## src/rtl/blkRstPkg.sv

```systemverilog
package blkRstPkg;
  typedef struct packed {
    logic wrDirect;
    logic wrSet;
    logic wrClear;
    logic rdHit;
    logic rdMiss;
  } regStrobes_t;
endpackage

```

## src/rtl/blkRstDecode.sv

```systemverilog
module blkRstDecode
  import blkRstPkg::*;
#(
  parameter int ADDR_W = 20,
  parameter logic [ADDR_W-1:0] BASE_ADDR = 20'h08050
) (
  input  logic              clk,
  input  logic              rstN,
  input  logic [ADDR_W-1:0] busAddr,
  input  logic              busWrEn,
  input  logic              busRdEn,
  output regStrobes_t       strobes
);
  logic       inWindow;
  logic [1:0] aliasSel;

  assign inWindow = (busAddr[ADDR_W-1:2] == BASE_ADDR[ADDR_W-1:2]);
  assign aliasSel = busAddr[1:0];

  always_comb begin
    strobes          = '0;
    strobes.wrDirect = busWrEn && inWindow && (aliasSel == 2'd0);
    strobes.wrSet    = busWrEn && inWindow && (aliasSel == 2'd1);
    strobes.wrClear  = busWrEn && inWindow && (aliasSel == 2'd2);
    strobes.rdHit    = busRdEn && inWindow;
    strobes.rdMiss   = busRdEn && !inWindow;
  end

  // at most one write alias fires, and none fires without a write strobe
  a_r5_one_write_alias: assert property (@(posedge clk) disable iff (!rstN)
    $onehot0({strobes.wrDirect, strobes.wrSet, strobes.wrClear}) &&
    (busWrEn || !(strobes.wrDirect || strobes.wrSet || strobes.wrClear)));
endmodule

```

## src/rtl/blkRstState.sv

```systemverilog
module blkRstState
  import blkRstPkg::*;
#(
  parameter int NUM_BLK = 5,
  parameter int DATA_W  = 32,
  parameter bit HAS_AUX = 1'b1
) (
  input  logic               clk,
  input  logic               rstN,
  input  regStrobes_t        strobes,
  input  logic [DATA_W-1:0]  wrData,
  output logic [NUM_BLK-1:0] stateQ,
  output logic [DATA_W-1:0]  rdDataQ
);
  localparam int AUX_IDX = NUM_BLK - 1;
  localparam logic [NUM_BLK-1:0] IMPL_MASK =
    HAS_AUX ? {NUM_BLK{1'b1}} : {1'b0, {(NUM_BLK-1){1'b1}}};

  logic [NUM_BLK-1:0] wrBits;
  assign wrBits = wrData[NUM_BLK-1:0];

  for (genvar i = 0; i < NUM_BLK; i++) begin : g_bit
    if (i != AUX_IDX || HAS_AUX) begin : g_impl
      logic nextBit;
      always_comb begin
        nextBit = stateQ[i];
        if (strobes.wrDirect)     nextBit = wrBits[i];
        else if (strobes.wrSet)   nextBit = stateQ[i] | wrBits[i];
        else if (strobes.wrClear) nextBit = stateQ[i] & ~wrBits[i];
      end
      always_ff @(posedge clk or negedge rstN) begin
        if (!rstN) stateQ[i] <= 1'b0;
        else       stateQ[i] <= nextBit;
      end
    end else begin : g_absent
      assign stateQ[i] = 1'b0;
    end
  end

  always_ff @(posedge clk or negedge rstN) begin
    if (!rstN)               rdDataQ <= '0;
    else if (strobes.rdHit)  rdDataQ <= {{(DATA_W-NUM_BLK){1'b0}}, stateQ};
    else if (strobes.rdMiss) rdDataQ <= '0;
  end

  // direct alias loads the implemented bits
  a_r2_direct_load: assert property (@(posedge clk) disable iff (!rstN)
    strobes.wrDirect |=> stateQ == ($past(wrBits) & IMPL_MASK));
  // set alias releases the bits written as one
  a_r3_set_releases: assert property (@(posedge clk) disable iff (!rstN)
    strobes.wrSet |=> (stateQ & $past(wrBits & IMPL_MASK)) == $past(wrBits & IMPL_MASK));
  // clear alias puts into reset the bits written as one
  a_r4_clear_resets: assert property (@(posedge clk) disable iff (!rstN)
    strobes.wrClear |=> (stateQ & $past(wrBits)) == '0);
  // no write alias means no state change
  a_r5_hold_state: assert property (@(posedge clk) disable iff (!rstN)
    !(strobes.wrDirect || strobes.wrSet || strobes.wrClear) |=> $stable(stateQ));
  // read returns the state from before any same-cycle write
  a_r7_read_before_write: assert property (@(posedge clk) disable iff (!rstN)
    strobes.rdHit |=> rdDataQ == {{(DATA_W-NUM_BLK){1'b0}}, $past(stateQ)});
endmodule

```

## src/rtl/blkResetReg.sv

```systemverilog
module blkResetReg
  import blkRstPkg::*;
#(
  parameter int ADDR_W  = 20,
  parameter int DATA_W  = 32,
  parameter int NUM_BLK = 5,
  parameter bit HAS_AUX = 1'b1,
  parameter logic [ADDR_W-1:0] BASE_ADDR = 20'h08050
) (
  input  logic               clk,
  input  logic               rstN,
  input  logic [ADDR_W-1:0]  busAddr,
  input  logic               busWrEn,
  input  logic [DATA_W-1:0]  busWrData,
  input  logic               busRdEn,
  output logic [DATA_W-1:0]  busRdData,
  output logic [NUM_BLK-1:0] blkRstN
);
  regStrobes_t        strobes;
  logic [NUM_BLK-1:0] stateQ;

  blkRstDecode #(.ADDR_W(ADDR_W), .BASE_ADDR(BASE_ADDR)) u_decode (
    .clk(clk), .rstN(rstN), .busAddr(busAddr), .busWrEn(busWrEn),
    .busRdEn(busRdEn), .strobes(strobes));

  blkRstState #(.NUM_BLK(NUM_BLK), .DATA_W(DATA_W), .HAS_AUX(HAS_AUX)) u_state (
    .clk(clk), .rstN(rstN), .strobes(strobes), .wrData(busWrData),
    .stateQ(stateQ), .rdDataQ(busRdData));

  // each running bit drives its active-low reset high, straight from the flop
  assign blkRstN = stateQ;
endmodule

```

## config.mk

```make
export PLATFORM = sky130hd
export DESIGN_NAME = blkResetReg
export DESIGN_NICKNAME = d
export VERILOG_FILES = /design/src/rtl/blkRstPkg.sv /design/src/rtl/blkRstDecode.sv /design/src/rtl/blkRstState.sv /design/src/rtl/blkResetReg.sv
export SDC_FILE = /design/constraint.sdc
export NUM_CORES = 1
export LEC_CHECK = 0
export ABC_AREA = 1
export BUFFER_PORTS_ARGS = -buffer_cell sky130_fd_sc_hd__buf_4
export CORE_UTILIZATION = 30
export CTS_CLUSTER_SIZE = 8
export DETAILED_ROUTE_END_ITERATION = 12
export PLACE_DENSITY = 0.85
export SYNTH_ARGS = -nofsm -noshare
export SYNTH_HDL_FRONTEND = slang
export SYNTH_HIERARCHICAL = 1
export SYNTH_SLANG_ARGS = --single-unit
```

## constraint.sdc

```tcl
create_clock -name clk -period 0.8 [get_ports clk]
set_input_delay 0.08 -clock clk [delete_from_list [all_inputs] [get_ports clk]]
set_output_delay 0.08 -clock clk [all_outputs]
set_load 0.02 [all_outputs]
```

==> results.py <==
metrics = {
    "status": {
        "outcome": "finished, violations left",
        "failed_checks": "setup timing",
    },
    "layout": {
        "insertedDiodeCount": 0,
        "nNetsFinal": 226,
        "layout-drive-gt1-share": 0.470,
        "layout.cell_area.non_filler_um2": 1310,
        "commonest_non_fill_non_tap_cells_in_the_layout": "sky130_fd_sc_hd__buf_4 (35), sky130_fd_sc_hd__nand2_1 (28), sky130_fd_sc_hd__conb_1 (27)",
        "mostFrequentLayoutCell": "sky130_fd_sc_hd__buf_4",
        "area_growth_syn_to_layout_pct": 61.8,
        "finalNonFillerCells": 198,
    },
    "routing": {
        "drtAntennaViolNets": 0,
        "via_per_inst": 3.86,
        "number_of_optimization_iterations_in_the_first_detailed_route_pass": 4,
        "drcViolationCount": 0,
        "number_of_vias_in_the_routed_layout": 765,
        "detail_route.wl_per_cell_um": 9.46,
        "postRouteWirelength_um": 1870,
        "detail_route.iter0.violations": 7,
    },
    "placed_design": {
        "placedCellCount": 183,
        "final_replace_weighted_congestion": 0.685,
        "numPortBuffers": 38,
        "postPlaceCellArea_um2": 1060,
        "post-place-ws_ns": -0.567,
        "dp_hpwl_um": 1350,
    },
    "clock_network": {
        "cts_sinks": 10,
        "tritoncts": "done",
        "inserted_clock_buffers": 3,
        "cts_root_cell": "sky130_fd_sc_hd__clkbuf_4",
        "clock_tree.buffer_depth": 2,
        "worst_setup_hold_path_clk_slew_ns": 0.06,
        "worstSkewPairLatency_ns": 0.25,
        "ctsHtreeMaxLevel": 1,
    },
    "global_routing": {
        "grt_util_met3": 0.0367,
        "global_route_met1_utilization": 0.140,
        "grt.met2_usage": 0.259,
        "grt-ovfl-total": 0,
        "gr-usage-all-layers": 0.139,
        "grt_busiest_layer": "met2",
        "via_count_of_the_first_global_routing_pass": 672,
        "number_of_antenna_violations_at_the_first_check_in_global_routing": 0,
        "grt_first_pass_wirelength_um": 2760,
        "grt_max_degree": 11,
    },
    "setup_path": {
        "arrival_ns": 1.28,
        "setup.worst_path.end_class": "register",
        "crit_required_ns": 0.98,
        "crit_path_start_kind": "input port",
        "crit_type": "in2reg",
        "critPathMaxFanout": 5,
    },
    "sta": {
        "post-route-worst-setup-slack_ns": -0.300,
        "rsz0062_at_grt": "yes",
        "setup-violations-final": 20,
        "clock_skew_ns": 0.00176,
        "timing.final.hold_violations": 0,
        "maxClockFrequency_mhz": 909,
        "period_minus_slack_ns": 1.10,
        "finalHoldWorstSlack_ns": 0.0312,
        "final_max_slew_viol_count": 0,
        "fin_crit_sh": 1.37,
    },
    "power": {
        "p_int_uw": 808,
        "total_switching_power_uw": 335,
        "netSwitchingFraction": 0.293,
        "power.leakage_nw": 0.704,
        "combinationalPowerShare": 0.280,
        "vdd.ir_drop.worst_mv": 0.536,
        "clock_network_fraction_of_design_power": 0.278,
        "power_per_cell_area_nw_per_um2": 872,
        "total_power_mw": 1.14,
        "part_of_the_total_power_dissipated_in_sequential_elements": 0.443,
    },
    "floorplan": {
        "chipWidth_um": 53.9,
        "ios": 93,
        "core_um2": 2520,
        "dieArea_um2": 2910,
        "floorplan.die.height_um": 53.9,
        "start_util": 0.321,
        "std_cell_rows": 18,
    },
    "synth": {
        "ys_warn_count": 6,
        "mappedNetlistArea_um2": 810,
        "synth_cell_types": 14,
        "synth_area_per_cell_um2": 7.16,
        "synth_seq_cells": 10,
        "synth_cells": 113,
        "synth.yosys.seq_area_share": 0.309,
    },
    "hold_path": {
        "min-delay-path-class": "in2reg",
    },
    "flow_run": {
        "maxCapViolCount": 0,
    },
}
routing by layer:
layer	vias up	wire length, µm
met5	-	0
met3	0	111
met1	340	652
met2	30	1110
met4	0	0
li1	395	-
Yosys cell counts:
cell	number	area, µm²
sky130_fd_sc_hd__a31oi_1	1	6.26
sky130_fd_sc_hd__buf_4	27	203
sky130_fd_sc_hd__conb_1	1	3.75
sky130_fd_sc_hd__dfrtp_1	10	250
sky130_fd_sc_hd__inv_1	12	45.0
sky130_fd_sc_hd__nand2_1	32	120
sky130_fd_sc_hd__nand3_1	2	10.0
sky130_fd_sc_hd__nand4_2	1	12.5
sky130_fd_sc_hd__nor2_1	10	37.5
sky130_fd_sc_hd__nor2_2	3	18.8
sky130_fd_sc_hd__o21ai_2	5	43.8
sky130_fd_sc_hd__or2_0	5	31.3
sky130_fd_sc_hd__or2_1	3	18.8
sky130_fd_sc_hd__or2_4	1	8.76
power by group through the flow:
stage          Combinational [mW]  Clock, mW  Sequential (mW)
6_report                    0.319      0.317            0.506
2_1_floorplan               0.257          0            0.515
3_3_place_gp                0.274          0            0.515
3_5_place_dp                0.279          0            0.515
5_1_grt                     0.348      0.355            0.505
4_1_cts                     0.298      0.328            0.506
path summary, 6_finish.rpt:
path	from	end	slack, ns	cells after the start
min in group asynchronous	rstN	u_state/rdDataQ[3]	0.18	2
hold / removal	busWrData[1]	register	0.03	3
setup reg to reg	register	u_state/rdDataQ[4]	0	3
max in group asynchronous	rstN	u_state/rdDataQ[2]	0.48	2
setup / recovery	busAddr[18]	u_state/rdDataQ[2]	-0.30	8
hold reg to reg	u_state/rdDataQ[2]	u_state/rdDataQ[2]	0.56	2
final cells by class:
cell class | instances | area, µm²
well taps | 30 | 37.5
multi-input cells | 90 | 490
fillers | 234 | 1210
clock buffers | 3 | 22.5
inverters | 12 | 45.0
flip-flops and latches | 10 | 250
repair buffers | 53 | 464
critical path, stage by stage:
cell	delay [ns]
sky130_fd_sc_hd__buf_6	0.09
sky130_fd_sc_hd__or2_4	0.24
sky130_fd_sc_hd__nor2_4	0.16
sky130_fd_sc_hd__buf_4	0.14
sky130_fd_sc_hd__buf_6	0.08
sky130_fd_sc_hd__a31oi_1	0.07
sky130_fd_sc_hd__or2_4	0.29
sky130_fd_sc_hd__o21ai_2	0.12
cells by family after synthesis:
group / Yosys count / share of synthesized area
other: 1 / 0.00463
AND/OR/NAND/NOR: 57 / 0.318
flip-flops: 10 / 0.309
AO/OA/AOI/OAI: 6 / 0.0618
buffers and inverters: 39 / 0.306
stage by stage:
stage	utilization	setup TNS, ns
final	0.519	-3.36
after floorplan	-	-3.10
after CTS	0.491	-2.51
after global placement	0.421	-4.50
after global routing	0.519	-4.50
after detailed placement	0.421	-5.14
repair_timing:
| action | 4_1_cts | 5_1_grt |
|---|---|---|
| hold endpoints to repair | 10 | 0 |
| setup endpoints to repair | 20 | 20 |
| pin swaps | 13 | 16 |
| gates resized for setup | 19 | 16 |
| buffers inserted | 9 | 2 |
| hold buffers | 1 | 0 |
(Power assumes the default switching activity.)
